### src/rtl/txd_pkg.sv
package txd_pkg;
    // Status flag positions inside the 16-bit status halfword (word 0 bits 31:16)
    localparam int STAT_READY = 15;
    localparam int STAT_WRAP  = 13;
    localparam int STAT_LAST  = 11;
    localparam int STAT_CRC   = 10;

    typedef enum logic [2:0] {
        S_IDLE    = 3'd0,
        S_RD_W0   = 3'd1,
        S_RD_W1   = 3'd2,
        S_RD_BYTE = 3'd3,
        S_SEND    = 3'd4,
        S_WB      = 3'd5
    } txd_state_e;
endpackage

### src/rtl/txd_ring_index.sv
module txd_ring_index #(
    parameter int             AW        = 32,
    parameter int             IDX_W     = 3,
    parameter logic [AW-1:0]  RING_BASE = '0
) (
    input  logic [IDX_W-1:0] idx,
    input  logic             wrap,
    output logic [AW-1:0]    w0_addr,
    output logic [AW-1:0]    w1_addr,
    output logic [IDX_W-1:0] idx_next
);
    localparam int DESC_SHIFT = 3;   // two 32-bit words per descriptor
    localparam int WORD_BYTES = 4;

    assign w0_addr  = RING_BASE + (AW'(idx) << DESC_SHIFT);
    assign w1_addr  = w0_addr + AW'(WORD_BYTES);
    assign idx_next = wrap ? '0 : idx + IDX_W'(1);
endmodule

### src/rtl/txd_lane_pick.sv
module txd_lane_pick #(
    parameter int BYTES = 4
) (
    input  logic [8*BYTES-1:0]         word,
    input  logic [$clog2(BYTES)-1:0]   lane,
    output logic [7:0]                 sel
);
    logic [7:0] lanes [BYTES];

    for (genvar g = 0; g < BYTES; g++) begin : g_lane
        assign lanes[g] = word[8*g +: 8];
    end

    assign sel = lanes[lane];
endmodule

### src/rtl/txd_seq.sv
module txd_seq
    import txd_pkg::*;
#(
    parameter int AW    = 32,
    parameter int IDX_W = 3
) (
    input  logic             clk,
    input  logic             rst_n,
    input  logic             ctl_enable,
    input  logic             kick,
    input  logic             stop_req,
    input  logic             evt_clr,
    input  logic             mem_ack,
    input  logic [31:0]      mem_rdata,
    input  logic [7:0]       lane_byte,
    input  logic [AW-1:0]    w0_addr,
    input  logic [AW-1:0]    w1_addr,
    input  logic [IDX_W-1:0] idx_next,
    input  logic             tx_ready,
    output logic [IDX_W-1:0] idx,
    output logic             wrap_bit,
    output logic             mem_req,
    output logic             mem_we,
    output logic [AW-1:0]    mem_addr,
    output logic [31:0]      mem_wdata,
    output logic             tx_valid,
    output logic [7:0]       tx_data,
    output logic             tx_last,
    output logic             tx_crc,
    output logic             tx_active,
    output logic             stop_evt
);
    localparam int HW = 16;

    typedef struct packed {
        txd_state_e      st;
        logic [IDX_W-1:0] idx;
        logic            active;
        logic            evt;
        logic            stop_done;
        logic            kick_pend;
        logic [HW-1:0]   stat;
        logic [HW-1:0]   len;
        logic [HW-1:0]   cnt;
        logic [AW-1:0]   ptr;
        logic [7:0]      data;
    } regs_t;

    regs_t q, d;
    logic  fin;
    logic  rd_ready;

    assign fin      = (q.cnt == q.len - HW'(1));
    assign rd_ready = mem_rdata[HW + STAT_READY];

    always_comb begin
        d = q;
        d.evt = q.evt & ~evt_clr;
        if (!stop_req) d.stop_done = 1'b0;
        if (kick && q.st != S_IDLE) d.kick_pend = 1'b1;

        unique case (q.st)
            S_IDLE: begin
                if (stop_req && !q.stop_done) begin
                    d.evt       = 1'b1;
                    d.stop_done = 1'b1;
                end else if (kick && !stop_req) begin
                    d.st        = S_RD_W0;
                    d.active    = 1'b1;
                    d.kick_pend = 1'b0;
                end
            end
            S_RD_W0: if (mem_ack) begin
                d.stat = mem_rdata[2*HW-1:HW];
                d.len  = mem_rdata[HW-1:0];
                if (!rd_ready) begin
                    if (q.kick_pend) begin
                        d.kick_pend = 1'b0;      // re-read the same slot
                    end else begin
                        d.st     = S_IDLE;
                        d.active = 1'b0;
                    end
                end else if (mem_rdata[HW-1:0] == '0) begin
                    d.st = S_WB;
                end else begin
                    d.st = S_RD_W1;
                end
            end
            S_RD_W1: if (mem_ack) begin
                d.ptr = mem_rdata[AW-1:0];
                d.cnt = '0;
                d.st  = S_RD_BYTE;
            end
            S_RD_BYTE: if (mem_ack) begin
                d.data = lane_byte;
                d.st   = S_SEND;
            end
            S_SEND: if (tx_ready) begin
                if (fin) begin
                    d.st = S_WB;
                end else begin
                    d.cnt = q.cnt + HW'(1);
                    d.st  = S_RD_BYTE;
                end
            end
            S_WB: if (mem_ack) begin
                d.idx = idx_next;
                if (q.stat[STAT_LAST] && stop_req) begin
                    d.st     = S_IDLE;
                    d.active = 1'b0;
                end else begin
                    d.st = S_RD_W0;
                end
            end
            default: d.st = S_IDLE;
        endcase

        if (!ctl_enable) begin
            d.st        = S_IDLE;
            d.idx       = '0;
            d.active    = 1'b0;
            d.kick_pend = 1'b0;
        end
    end

    always_ff @(posedge clk or negedge rst_n) begin
        if (!rst_n) q <= '0;
        else        q <= d;
    end

    always_comb begin
        mem_req  = 1'b0;
        mem_we   = 1'b0;
        mem_addr = w0_addr;
        unique case (q.st)
            S_RD_W0:   mem_req = 1'b1;
            S_RD_W1:   begin mem_req = 1'b1; mem_addr = w1_addr; end
            S_RD_BYTE: begin mem_req = 1'b1; mem_addr = q.ptr + AW'(q.cnt); end
            S_WB:      begin mem_req = 1'b1; mem_we = 1'b1; end
            default:   ;
        endcase
    end

    always_comb begin
        mem_wdata                 = {q.stat, q.len};
        mem_wdata[HW + STAT_READY] = 1'b0;
    end

    assign idx       = q.idx;
    assign wrap_bit  = q.stat[STAT_WRAP];
    assign tx_valid  = (q.st == S_SEND);
    assign tx_data   = q.data;
    assign tx_last   = tx_valid && fin && q.stat[STAT_LAST];
    assign tx_crc    = tx_last && q.stat[STAT_CRC];
    assign tx_active = q.active;
    assign stop_evt  = q.evt;
endmodule

### src/rtl/txd_ring_engine.sv
module txd_ring_engine #(
    parameter int             AW        = 32,
    parameter int             IDX_W     = 3,
    parameter logic [AW-1:0]  RING_BASE = '0
) (
    input  logic          clk,
    input  logic          rst_n,
    input  logic          ctl_enable,
    input  logic          kick,
    input  logic          stop_req,
    input  logic          evt_clr,
    output logic          tx_active,
    output logic          stop_evt,
    output logic          mem_req,
    output logic          mem_we,
    output logic [AW-1:0] mem_addr,
    output logic [31:0]   mem_wdata,
    input  logic [31:0]   mem_rdata,
    input  logic          mem_ack,
    output logic          tx_valid,
    output logic [7:0]    tx_data,
    output logic          tx_last,
    output logic          tx_crc,
    input  logic          tx_ready
);
    localparam int WORD_BYTES = 4;
    localparam int LANE_W     = $clog2(WORD_BYTES);

    logic [IDX_W-1:0] idx, idx_next;
    logic             wrap_bit;
    logic [AW-1:0]    w0_addr, w1_addr;
    logic [7:0]       lane_byte;

    txd_ring_index #(.AW(AW), .IDX_W(IDX_W), .RING_BASE(RING_BASE)) u_index (
        .idx      (idx),
        .wrap     (wrap_bit),
        .w0_addr  (w0_addr),
        .w1_addr  (w1_addr),
        .idx_next (idx_next)
    );

    txd_lane_pick #(.BYTES(WORD_BYTES)) u_lane (
        .word (mem_rdata),
        .lane (mem_addr[LANE_W-1:0]),
        .sel  (lane_byte)
    );

    txd_seq #(.AW(AW), .IDX_W(IDX_W)) u_seq (
        .clk        (clk),
        .rst_n      (rst_n),
        .ctl_enable (ctl_enable),
        .kick       (kick),
        .stop_req   (stop_req),
        .evt_clr    (evt_clr),
        .mem_ack    (mem_ack),
        .mem_rdata  (mem_rdata),
        .lane_byte  (lane_byte),
        .w0_addr    (w0_addr),
        .w1_addr    (w1_addr),
        .idx_next   (idx_next),
        .tx_ready   (tx_ready),
        .idx        (idx),
        .wrap_bit   (wrap_bit),
        .mem_req    (mem_req),
        .mem_we     (mem_we),
        .mem_addr   (mem_addr),
        .mem_wdata  (mem_wdata),
        .tx_valid   (tx_valid),
        .tx_data    (tx_data),
        .tx_last    (tx_last),
        .tx_crc     (tx_crc),
        .tx_active  (tx_active),
        .stop_evt   (stop_evt)
    );
endmodule

### config.mk
export PLATFORM = sky130hd
export DESIGN_NAME = txd_ring_engine
export DESIGN_NICKNAME = d
export VERILOG_FILES = /design/src/rtl/txd_pkg.sv /design/src/rtl/txd_ring_index.sv /design/src/rtl/txd_lane_pick.sv /design/src/rtl/txd_seq.sv /design/src/rtl/txd_ring_engine.sv
export SDC_FILE = /design/constraint.sdc
export NUM_CORES = 1
export LEC_CHECK = 0
export BUFFER_PORTS_ARGS = -buffer_cell sky130_fd_sc_hd__buf_2
export CAP_MARGIN = 25
export CORE_UTILIZATION = 60
export CTS_BUF_LIST = sky130_fd_sc_hd__clkbuf_4
export CTS_CLUSTER_DIAMETER = 30
export CTS_CLUSTER_SIZE = 14
export DETAILED_ROUTE_END_ITERATION = 8
export PLACE_DENSITY = 0.95
export SYNTH_ARGS = -nofsm -noshare
export SYNTH_HDL_FRONTEND = slang
export SYNTH_SLANG_ARGS = --single-unit
### constraint.sdc
create_clock -name clk -period 6 [get_ports clk]
set_input_delay 0.3 -clock clk [delete_from_list [all_inputs] [get_ports clk]]
set_output_delay 0.3 -clock clk [all_outputs]
set_load 0.03 [all_outputs]
==> impl_metrics.yaml, run 1 <==
clocking:
  cts_tree: "yes"
  hold_buffers: 2
  cts-root-buf: "clkbuf_4"
  ctsLongestPathBuffers: 2
  clkSinkCount: 97
  clk_pin_slew_ps: 170
  htreeDepth: 3
  cts_made_buffers: 9
  postCtsSetupBuffers: 0
  cts_resized: 0
  clk_latency_ps: 470
placed_design:
  preCtsSetupSlack_ps: 2120
  port_buffers: 117
  dpl_cell_area_mm2: 0.00685
  routabilityCongestion: 0.949
  dp_cells: 931
  place_hpwl_mm: 12.4
cells_and_area:
  final_area_mm2: 0.00702
  area_growth_pct: 8.76
  drive_gt1_share_pct: 23.6
  multi_input_area_mm2: 0.00354
  nets: 869
  final_util_pct: 67.7
  post_layout_nonfiller_instances: 950
  num_antenna_cells: 0
  fillers: 816
  seqCellArea_mm2: 0.00243
route:
  firstDrtPassIters: 5
  drc: 0
  wl_per_cell_um: 17.6
  viasPerCell: 6.00
  wirelength_mm: 16.7
  num_vias: 5703
  postRouteAntennaNets: 0
  drt_iter0_drc: 360
global_route:
  met2_usage_pct: 51.0
  grt_overflow: 0
  grt_pass1_wl_mm: 27.1
  grt_busiest_layer: "met2"
  grt_pass1_vias: 5426
  track_usage_pct: 30.9
  gr-usage-met3_pct: 6.93
  antenna_found_initial: 0
  grt_max_degree: 69
  grt_use_met1_pct: 38.8
critical_path:
  start_kind: "flip-flop"
  cp_slowest_cell: "nor4_1"
  reg2reg_from: "u_seq.mem_wdata[0]"
  reg2reg_depth: 10
  r2r-end: "u_seq.q[48]"
  crit_top_cell: "buf_2"
  worstPathCellList: "ha_1 -> fa_1 -> a21oi_1 -> o21bai_1 -> a21boi_0 -> nor4_1 -> o311ai_1 -> buf_2 -> a2111oi_0 -> xnor2_1 -> nor2_1 -> buf_2"
  setup.worst_path.start: "u_seq.q[40]"
  critPathArrivalTime_ps: 3780
  worstSetupEndpointType: "primary output"
  crit_fanout: 8
  cp_top_family: "compound AO/OA/AOI/OAI gates"
  critical_path_class: "flip-flop to primary output"
  worst_ep_required_time_ps: 5700
  crit_buf_inv: 2
  cp_slowest_stage_delay_ps: 520
  rrSetupSlack_ps: 2550
flow_run:
  maxCapViolCount: 0
power_and_ir_drop:
  powerDensity_mw_per_mm2: 329
  leakagePower_nw: 3.53
  worst_ir_drop_vdd_v: 0.000229
  power_mw: 2.31
worst_hold_path:
  min_path_type: "primary input to flip-flop"
  holdPathStages: 3
  holdPathEnd: "u_seq.q[33]"
  hp-start: "mem_rdata[25]"
floorplanning:
  io_pins: 119
  die_h_um: 106
  rows: 37
  die_area_mm2: 0.0112
  core_mm2: 0.0104
  die_x_um: 106
  start_util_pct: 62.3
sta:
  worstMarginPinSlew_ps: 853
  tns_ps: 0
  holdWs_ps: 41.0
  setup_slack_ps: 1920
  slew_headroom_pct: 43.1
  hold_violations: 0
  finalSetupViolCount: 0
  rsz0062_at_grt: "false"
  fin_crit_sh_pct: 68.0
  fmaxAchievable_ghz: 0.245
  min_period_ps: 4080
  maxSlewViolCount: 0
  finalClockSkew_ps: 14.8
yosys:
  synth_area_mm2: 0.00646
  syn-instance-count: 743
  yosys.area.top_type_share_pct: 37.6
  yosysUniqueCellTypes: 63
  synth_area_leaders: "dfrtp_1, nand2_1, mux2_2"
  synthFlopType: "dfrtp_1"
  synth_edf_count: 0
  synth_largest_area_cell: "dfrtp_1"
  syn-num-nets: 803
  ys_ff_latch: 97
  yosysSeqAreaShare_pct: 37.6
  ys_warn_count: 0
  async_reset_ff_share_pct: 100
  syn_area_per_cell_um2: 8.69
outcome:
  outcome: "completed"
## state kept, by name, indices dropped and copies added, names as in the netlist
name and cells:
u_seq.q 53, u_seq.mem_wdata 31, u_seq.tx_data 8, u_seq.idx 3, u_seq.stop_evt 1, u_seq.tx_active 1
## final cells by class
class | instances | area share (%)
Clock buffer | 10 | 1.07
Clock inverter | 6 | 1.03
Inverter | 18 | 0.962
Multi-Input combinational cell | 557 | 50.4
Sequential cell | 97 | 34.6
Tap cell | 136 | 2.42
Timing Repair Buffer | 126 | 9.55
## worst min-delay path, stage by stage
cell     delay [ps]
buf_2           100
nand2_1          50
nand2_1          40
## routing by layer
layer / vias up / share of wire [%] / routed length (µm)
li1: 2677 / - / -
met1: 2695 / 40 / 6710
met2: 270 / 48 / 7990
met3: 61 / 8.1 / 1350
met4: 0 / 4.1 / 687
met5: - / 0 / 0
## how the worst max path moves through the flow
stage / endpoint / slack, ps / depth (start not counted)
6_report: mem_addr[30] / 1920 / 12
3_3_place_gp: mem_addr[30] / 2220 / 11
2_1_floorplan: mem_addr[30] / 2600 / 10
5_1_grt: mem_addr[30] / 1630 / 12
4_1_cts: mem_addr[30] / 1560 / 11
3_5_place_dp: mem_addr[30] / 2120 / 11
## cells in the final DEF, fill, tap and decap left out, types with 2 or more instances in the layout
master,Yosys,layout
o21ai_0,41,41
nor3b_1,2,2
and4_1,6,6
mux2i_1,20,20
mux2_2,37,37
nand2_1,157,157
a21oi_1,34,34
ha_1,19,19
or3_1,6,6
or4_1,6,6
inv_6,0,3
nor3_1,8,8
a31o_2,4,4
o21a_1,3,3
nor4_1,8,8
a31oi_1,5,5
xor2_1,15,15
nand3b_1,5,5
inv_1,17,17
nand3_1,15,14
nor2_1,48,48
nor2b_1,3,3
a211o_1,2,2
nand2b_1,8,8
dlygate4sd3_1,0,2
a21boi_0,4,4
xnor2_1,29,29
o21bai_1,3,3
buf_4,41,6
clkbuf_4,0,10
a31o_1,4,4
and3_1,11,11
o31ai_1,2,2
and2_1,4,4
buf_2,0,117
dfrtp_1,97,97
a41o_1,3,3
nand4_1,13,13
a21o_1,6,6
a211oi_1,3,3
## logic make-up (layout without fill, tap and decap cells)
family                   Yosys count  after routing  synth area share [%]
multiplexers                      59             59                  10.1
XOR/XNOR                          44             44                  5.97
other                              1              1                0.0581
flip-flops                        97             97                  37.6
buffers and inverters             89            160                  7.67
adder cells (fa/ha/maj)           20             20                  3.99
AND/OR/NAND/NOR                  306            306                  22.1
AO/OA/AOI/OAI                    127            127                  12.4
## cells in the mapped netlist, drive strengths merged, types with 4 or more instances
master and n:
or3 6, a31oi 6, or4 7, nand2 157, nand2b 8, and4 6, mux2 38, nor3 8
a31o 8, nor4 9, xnor2 29, xor2 15, o21ai 42, clkbuf 27, ha 19, nand3 15
nand3b 5, and3 11, buf 44, inv 17, dfrtp 97, and2 4, mux2i 21, a21o 6
a21oi 34, a21boi 4, nand4 13, nor2 48
## report_power, final
| group | internal, mW | switching (mW) |
|---|---|---|
| Sequential | 0.815 | 0.188 |
| Clock | 0.137 | 0.237 |
| Combinational | 0.357 | 0.574 |
No activity file was read; power rests on OpenSTA's default activity.
==> run 2, diff against run 1 <==
- CORE_UTILIZATION: 60 -> 58
- PLACE_DENSITY: 0.95 -> 0.94
- clock period: 6 -> 4.13 ns (I/O delays scaled with it)
==> run 2 against run 1 <==
  * Die area increased by 3.4%
  * Worst setup slack got worse by 1800 ps
  * First-iteration DRC count increased by 17%
  * Via count increased by 4.4%
==> impl_metrics.yaml, run 2 (same netlist as run 1, synthesis figures left out) <==
clocking:
  clk_latency_ps: 470
  clkSinkCount: 97
  ctsLongestPathBuffers: 2
  cts_made_buffers: 9
  clk_pin_slew_ps: 160
  cts-root-buf: "clkbuf_4"
  cts_tree: "yes"
  htreeDepth: 3
  postCtsSetupBuffers: 0
sta:
  tns_ps: 0
  maxSlewViolCount: 0
  worstMarginPinSlew_ps: 737
  holdWs_ps: 0.0498
  setup_slack_ps: 150
  min_period_ps: 3980
  hold_violations: 0
  slew_headroom_pct: 50.9
  rsz0062_at_grt: "false"
  fmaxAchievable_ghz: 0.251
  fin_crit_sh_pct: 96.4
  finalSetupViolCount: 0
  finalClockSkew_ps: 13.9
route:
  met1_length_mm: 6.84
  postRouteAntennaNets: 0
  wl_per_cell_um: 18.2
  num_vias: 5954
  firstDrtPassIters: 5
  dr_wl_met3_mm: 1.57
  viasPerCell: 6.09
  wirelength_mm: 17.8
  wl_met2_mm: 8.55
  top_layer: "met4"
  drc: 0
  drt_iter0_drc: 421
critical_path:
  start_kind: "flip-flop"
  cp_slowest_stage_delay_ps: 590
  worst_ep_required_time_ps: 3920
  worstPathCellList: "inv_1 -> ha_1 -> or4b_4 -> or4_4 -> xor2_1 -> mux2i_4 -> or4_1 -> nor2_1 -> and3_1 -> buf_2"
  reg2reg_from: "u_seq.mem_wdata[0]"
  worstSetupEndpointType: "primary output"
  crit_fanout: 6
  critPathArrivalTime_ps: 3770
  cp_slowest_cell: "or4_1"
  setup.worst_path.start: "u_seq.mem_wdata[0]"
  critical_path_class: "flip-flop to primary output"
cells_and_area:
  largest_reg_flops: 53
  final_common_cell: "nand2_1"
  fillers: 866
  drive_gt1_share_pct: 23.2
  nets: 893
  final_cell_mix: "nand2_1, buf_2, dfrtp_1"
  top_register: "u_seq.q"
  area_growth_pct: 12.2
  num_antenna_cells: 0
floorplanning:
  start_util_pct: 59.6
  core_mm2: 0.0108
  die_area_mm2: 0.0116
  die_x_um: 108
  io_pins: 119
  rows: 38
  die_h_um: 108
placed_design:
  routabilityCongestion: 0.919
  port_buffers: 117
  preCtsSetupSlack_ps: 703
  place_hpwl_mm: 12.3
global_route:
  grt_max_degree: 57
  grt_pass1_vias: 5682
  antenna_found_initial: 0
  grt_overflow: 0
  grt_pass1_wl_mm: 28.2
  track_usage_pct: 31.7
flow_run:
  maxCapViolCount: 0
outcome:
  outcome: "completed"
power_and_ir_drop:
  leakagePower_nw: 3.62
  worst_ir_drop_vdd_v: 0.000346
  powerDensity_mw_per_mm2: 464
worst_hold_path:
  min_path_type: "primary input to flip-flop"
  hp-start: "mem_rdata[3]"
==> run 2: path summary, 6_finish.rpt <==
| kind | endpoint | slack [ps] | cells after the start |
|---|---|---|---|
| min | u_seq.q[11] | 0.05 | 3 |
| min reg2reg | u_seq.q[15] | 510 | 2 |
| max in group asynchronous | u_seq.q[14] | 2780 | 3 |
| min in group asynchronous | u_seq.q[51] | 310 | 2 |
| max | tx_crc | 150 | 10 |
| max reg2reg | u_seq.q[45] | 740 | 10 |
==> run 2: final cells by class <==
type / count / area, µm² / share of cell area, %
Tap cell: 140 / 175 / 2.42
Inverter: 18 / 67.6 / 0.933
Clock buffer: 10 / 75.1 / 1.04
Clock inverter: 6 / 52.6 / 0.726
Sequential cell: 97 / 2430 / 33.5
Timing Repair Buffer: 150 / 898 / 12.4
Multi-Input combinational cell: 557 / 3550 / 49.0
==> run 2: metal layers <==
metal  vias to the layer above  global-route usage (%)
li1                       2713                       -
met4                         0                    16.7
met1                      2833                    39.2
met5                         -                       0
met2                       339                    51.7
met3                        69                    6.78
==> run 2: critical path, delay by kind of cell, from the launching register on <==
family,cells,cell delay [ps]
fa+ha+maj,1,200
xor+xnor,1,240
buf+inv,2,290
mux,1,100
flops,1,460
simple gates,5,2020
==> run 2: what timing repair did <==
action                                  in CTS  in global routing
endpoints found under the setup margin       0                  1
hold buffers                                23                  2
gates resized for setup                      0                  2
hold endpoints to repair                    80                  2
==> run 2: power by group <==
group	switching (mW)	internal (mW)
Sequential	0.285	1.18
Clock	0.364	0.139
Combinational	0.850	0.537
==> run 2: stage by stage <==
stage / power (mW) / cell area, µm² / cells / utilization, %
after detailed placement: 2.82 / 6860 / 937 / 63.3
after global placement: 2.77 / 6860 / 937 / 63.3
after CTS: 3.33 / 7210 / 976 / 66.6
final: 3.36 / 7240 / 978 / 66.8
after global routing: 3.54 / 7240 / 978 / 66.8
after floorplan: 2.61 / 6460 / 743 / -
==> run 3, diff against run 2 <==
- CORE_MARGIN: unset -> 1
- REMOVE_ABC_BUFFERS: unset -> 1
==> run 3 against run 2 <==
  * Global-route usage about the same
  * Cell count rose by 0.41%
  * Sequential share of layout area down 0.34 points
==> impl_metrics.yaml, run 3 (same netlist as run 1, synthesis figures left out) <==
outcome:
  outcome: "completed"
critical_path:
  crit_buf_inv: 2
  r2r-end: "u_seq.q[43]"
  rrSetupSlack_ps: 740
  worst_ep_required_time_ps: 3920
  critPathArrivalTime_ps: 3740
  start_kind: "flip-flop"
  worstPathCellList: "inv_1 -> ha_1 -> or4b_4 -> or4_4 -> xor2_1 -> mux2i_4 -> or4_1 -> nor2_2 -> and3_1 -> buf_2"
  worstSetupEndpointType: "primary output"
  cp_slowest_cell: "or4_1"
  reg2reg_depth: 10
  critical_path_class: "flip-flop to primary output"
  crit_fanout: 6
  cp_slowest_stage_delay_ps: 640
  reg2reg_from: "u_seq.mem_wdata[0]"
  cp_top_family: "simple AND/OR/NAND/NOR gates"
sta:
  maxSlewViolCount: 0
  fmaxAchievable_ghz: 0.253
  fin_crit_sh_pct: 95.5
  hold_violations: 0
  tns_ps: 0
  min_period_ps: 3940
  rsz0062_at_grt: "false"
  slew_headroom_pct: 39.8
  finalClockSkew_ps: 33.3
  finalSetupViolCount: 0
  worstMarginPinSlew_ps: 902
  setup_slack_ps: 185
global_route:
  grt_overflow: 0
  track_usage_pct: 31.7
  antenna_found_initial: 0
  grt_pass1_wl_mm: 28.2
  grt_pass1_vias: 5626
  grt_max_degree: 69
placed_design:
  port_buffers: 117
  preCtsSetupSlack_ps: 724
  routabilityCongestion: 0.915
  place_hpwl_mm: 12.4
cells_and_area:
  num_antenna_cells: 0
  largest_reg_flops: 53
  final_cell_mix: "nand2_1, buf_2, dfrtp_1"
  top_register: "u_seq.q"
  area_growth_pct: 13.3
  drive_gt1_share_pct: 23.2
  final_common_cell: "nand2_1"
  nets: 897
floorplanning:
  die_h_um: 108
  io_pins: 119
  die_area_mm2: 0.0116
  die_x_um: 108
  start_util_pct: 59.6
  core_mm2: 0.0108
  rows: 38
clocking:
  cts_made_buffers: 9
  postCtsSetupBuffers: 0
  clk_latency_ps: 490
  cts_tree: "yes"
  ctsLongestPathBuffers: 2
  htreeDepth: 3
  cts-root-buf: "clkbuf_4"
  clk_pin_slew_ps: 190
  clkSinkCount: 97
route:
  num_vias: 6033
  wl_per_cell_um: 18.5
  firstDrtPassIters: 5
  viasPerCell: 6.14
  drt_iter0_drc: 651
  postRouteAntennaNets: 0
  wirelength_mm: 18.1
  drc: 0
flow_run:
  maxCapViolCount: 0
power_and_ir_drop:
  power_mw: 3.42
  powerDensity_mw_per_mm2: 467
  worst_ir_drop_vdd_v: 0.000421
  leakagePower_nw: 3.64
worst_hold_path:
  hp-start: "ctl_enable"
  holdPathEnd: "u_seq.q[97]"
  holdPathStages: 2
  min_path_type: "primary input to flip-flop"
[run 3: changes by cell type in the layout (fill, tap and decap cells not counted)]
cell           before  now
clkinv_8            0    3
clkinvlp_4          2    1
inv_6               1    2
clkbuf_4           10    9
nor3_1              8    7
nor2_1             48   47
nor3_2              0    1
clkinv_4            2    0
buf_4               9    8
dlygate4sd3_1      25   30
nor2_2              0    1
[run 3: worst max-delay path by stage]
stage,startpoint,to,cells after the start
6_report,u_seq.mem_wdata[0],tx_crc,10
5_1_grt,u_seq.q[45],mem_addr[21],11
3_3_place_gp,u_seq.mem_wdata[0],tx_last,10
2_1_floorplan,u_seq.q[40],mem_addr[30],10
3_5_place_dp,u_seq.mem_wdata[0],tx_crc,10
4_1_cts,u_seq.mem_wdata[0],tx_crc,10
[run 3: layer usage]
| metal | share of wire [%] | vias up | track usage (%) |
|---|---|---|---|
| li1 | - | 2739 | - |
| met1 | 39 | 2831 | 41.2 |
| met2 | 46 | 372 | 48.4 |
| met3 | 11 | 91 | 8.11 |
| met4 | 4.4 | 0 | 17.1 |
| met5 | 0 | - | 0 |
[run 3: what timing repair did]
item,4_1_cts,5_1_grt
hold buffers,30,0
endpoints found under the setup margin,0,3
gates resized for setup,0,4
hold endpoints to repair,111,0
[run 3: where the power goes]
part	switching (mW)	total [mW]	leakage, nW	internal (mW)
registers	0.293	1.48	1.26	1.18
clock network	0.392	0.539	0.0773	0.147
logic	0.863	1.40	2.30	0.538
total	1.55	3.42	3.64	1.87
[run 3: cell type report]
class / count / area (µm²)
sequential: 97 / 2430
timing repair buffer: 154 / 941
inverter: 18 / 67.6
fill: 780 / 3520
multi-input combinational: 557 / 3550
clock inverter: 7 / 85.1
tap: 140 / 175
clock buffer: 9 / 67.6
[run 3: per-stage QoR]
| stage | hold slack [ps] | utilization [%] | area, µm² | instances |
|---|---|---|---|---|
| 6_report | 20.2 | 67.5 | 7320 | 982 |
| 5_1_grt | 3.95 | 67.5 | 7320 | 982 |
| 4_1_cts | 0.293 | 67.4 | 7300 | 982 |
| 3_5_place_dp | 373 | 63.2 | 6850 | 936 |
| 3_3_place_gp | 369 | 63.2 | 6850 | 936 |
| 2_1_floorplan | -89.1 | - | 6030 | 672 |
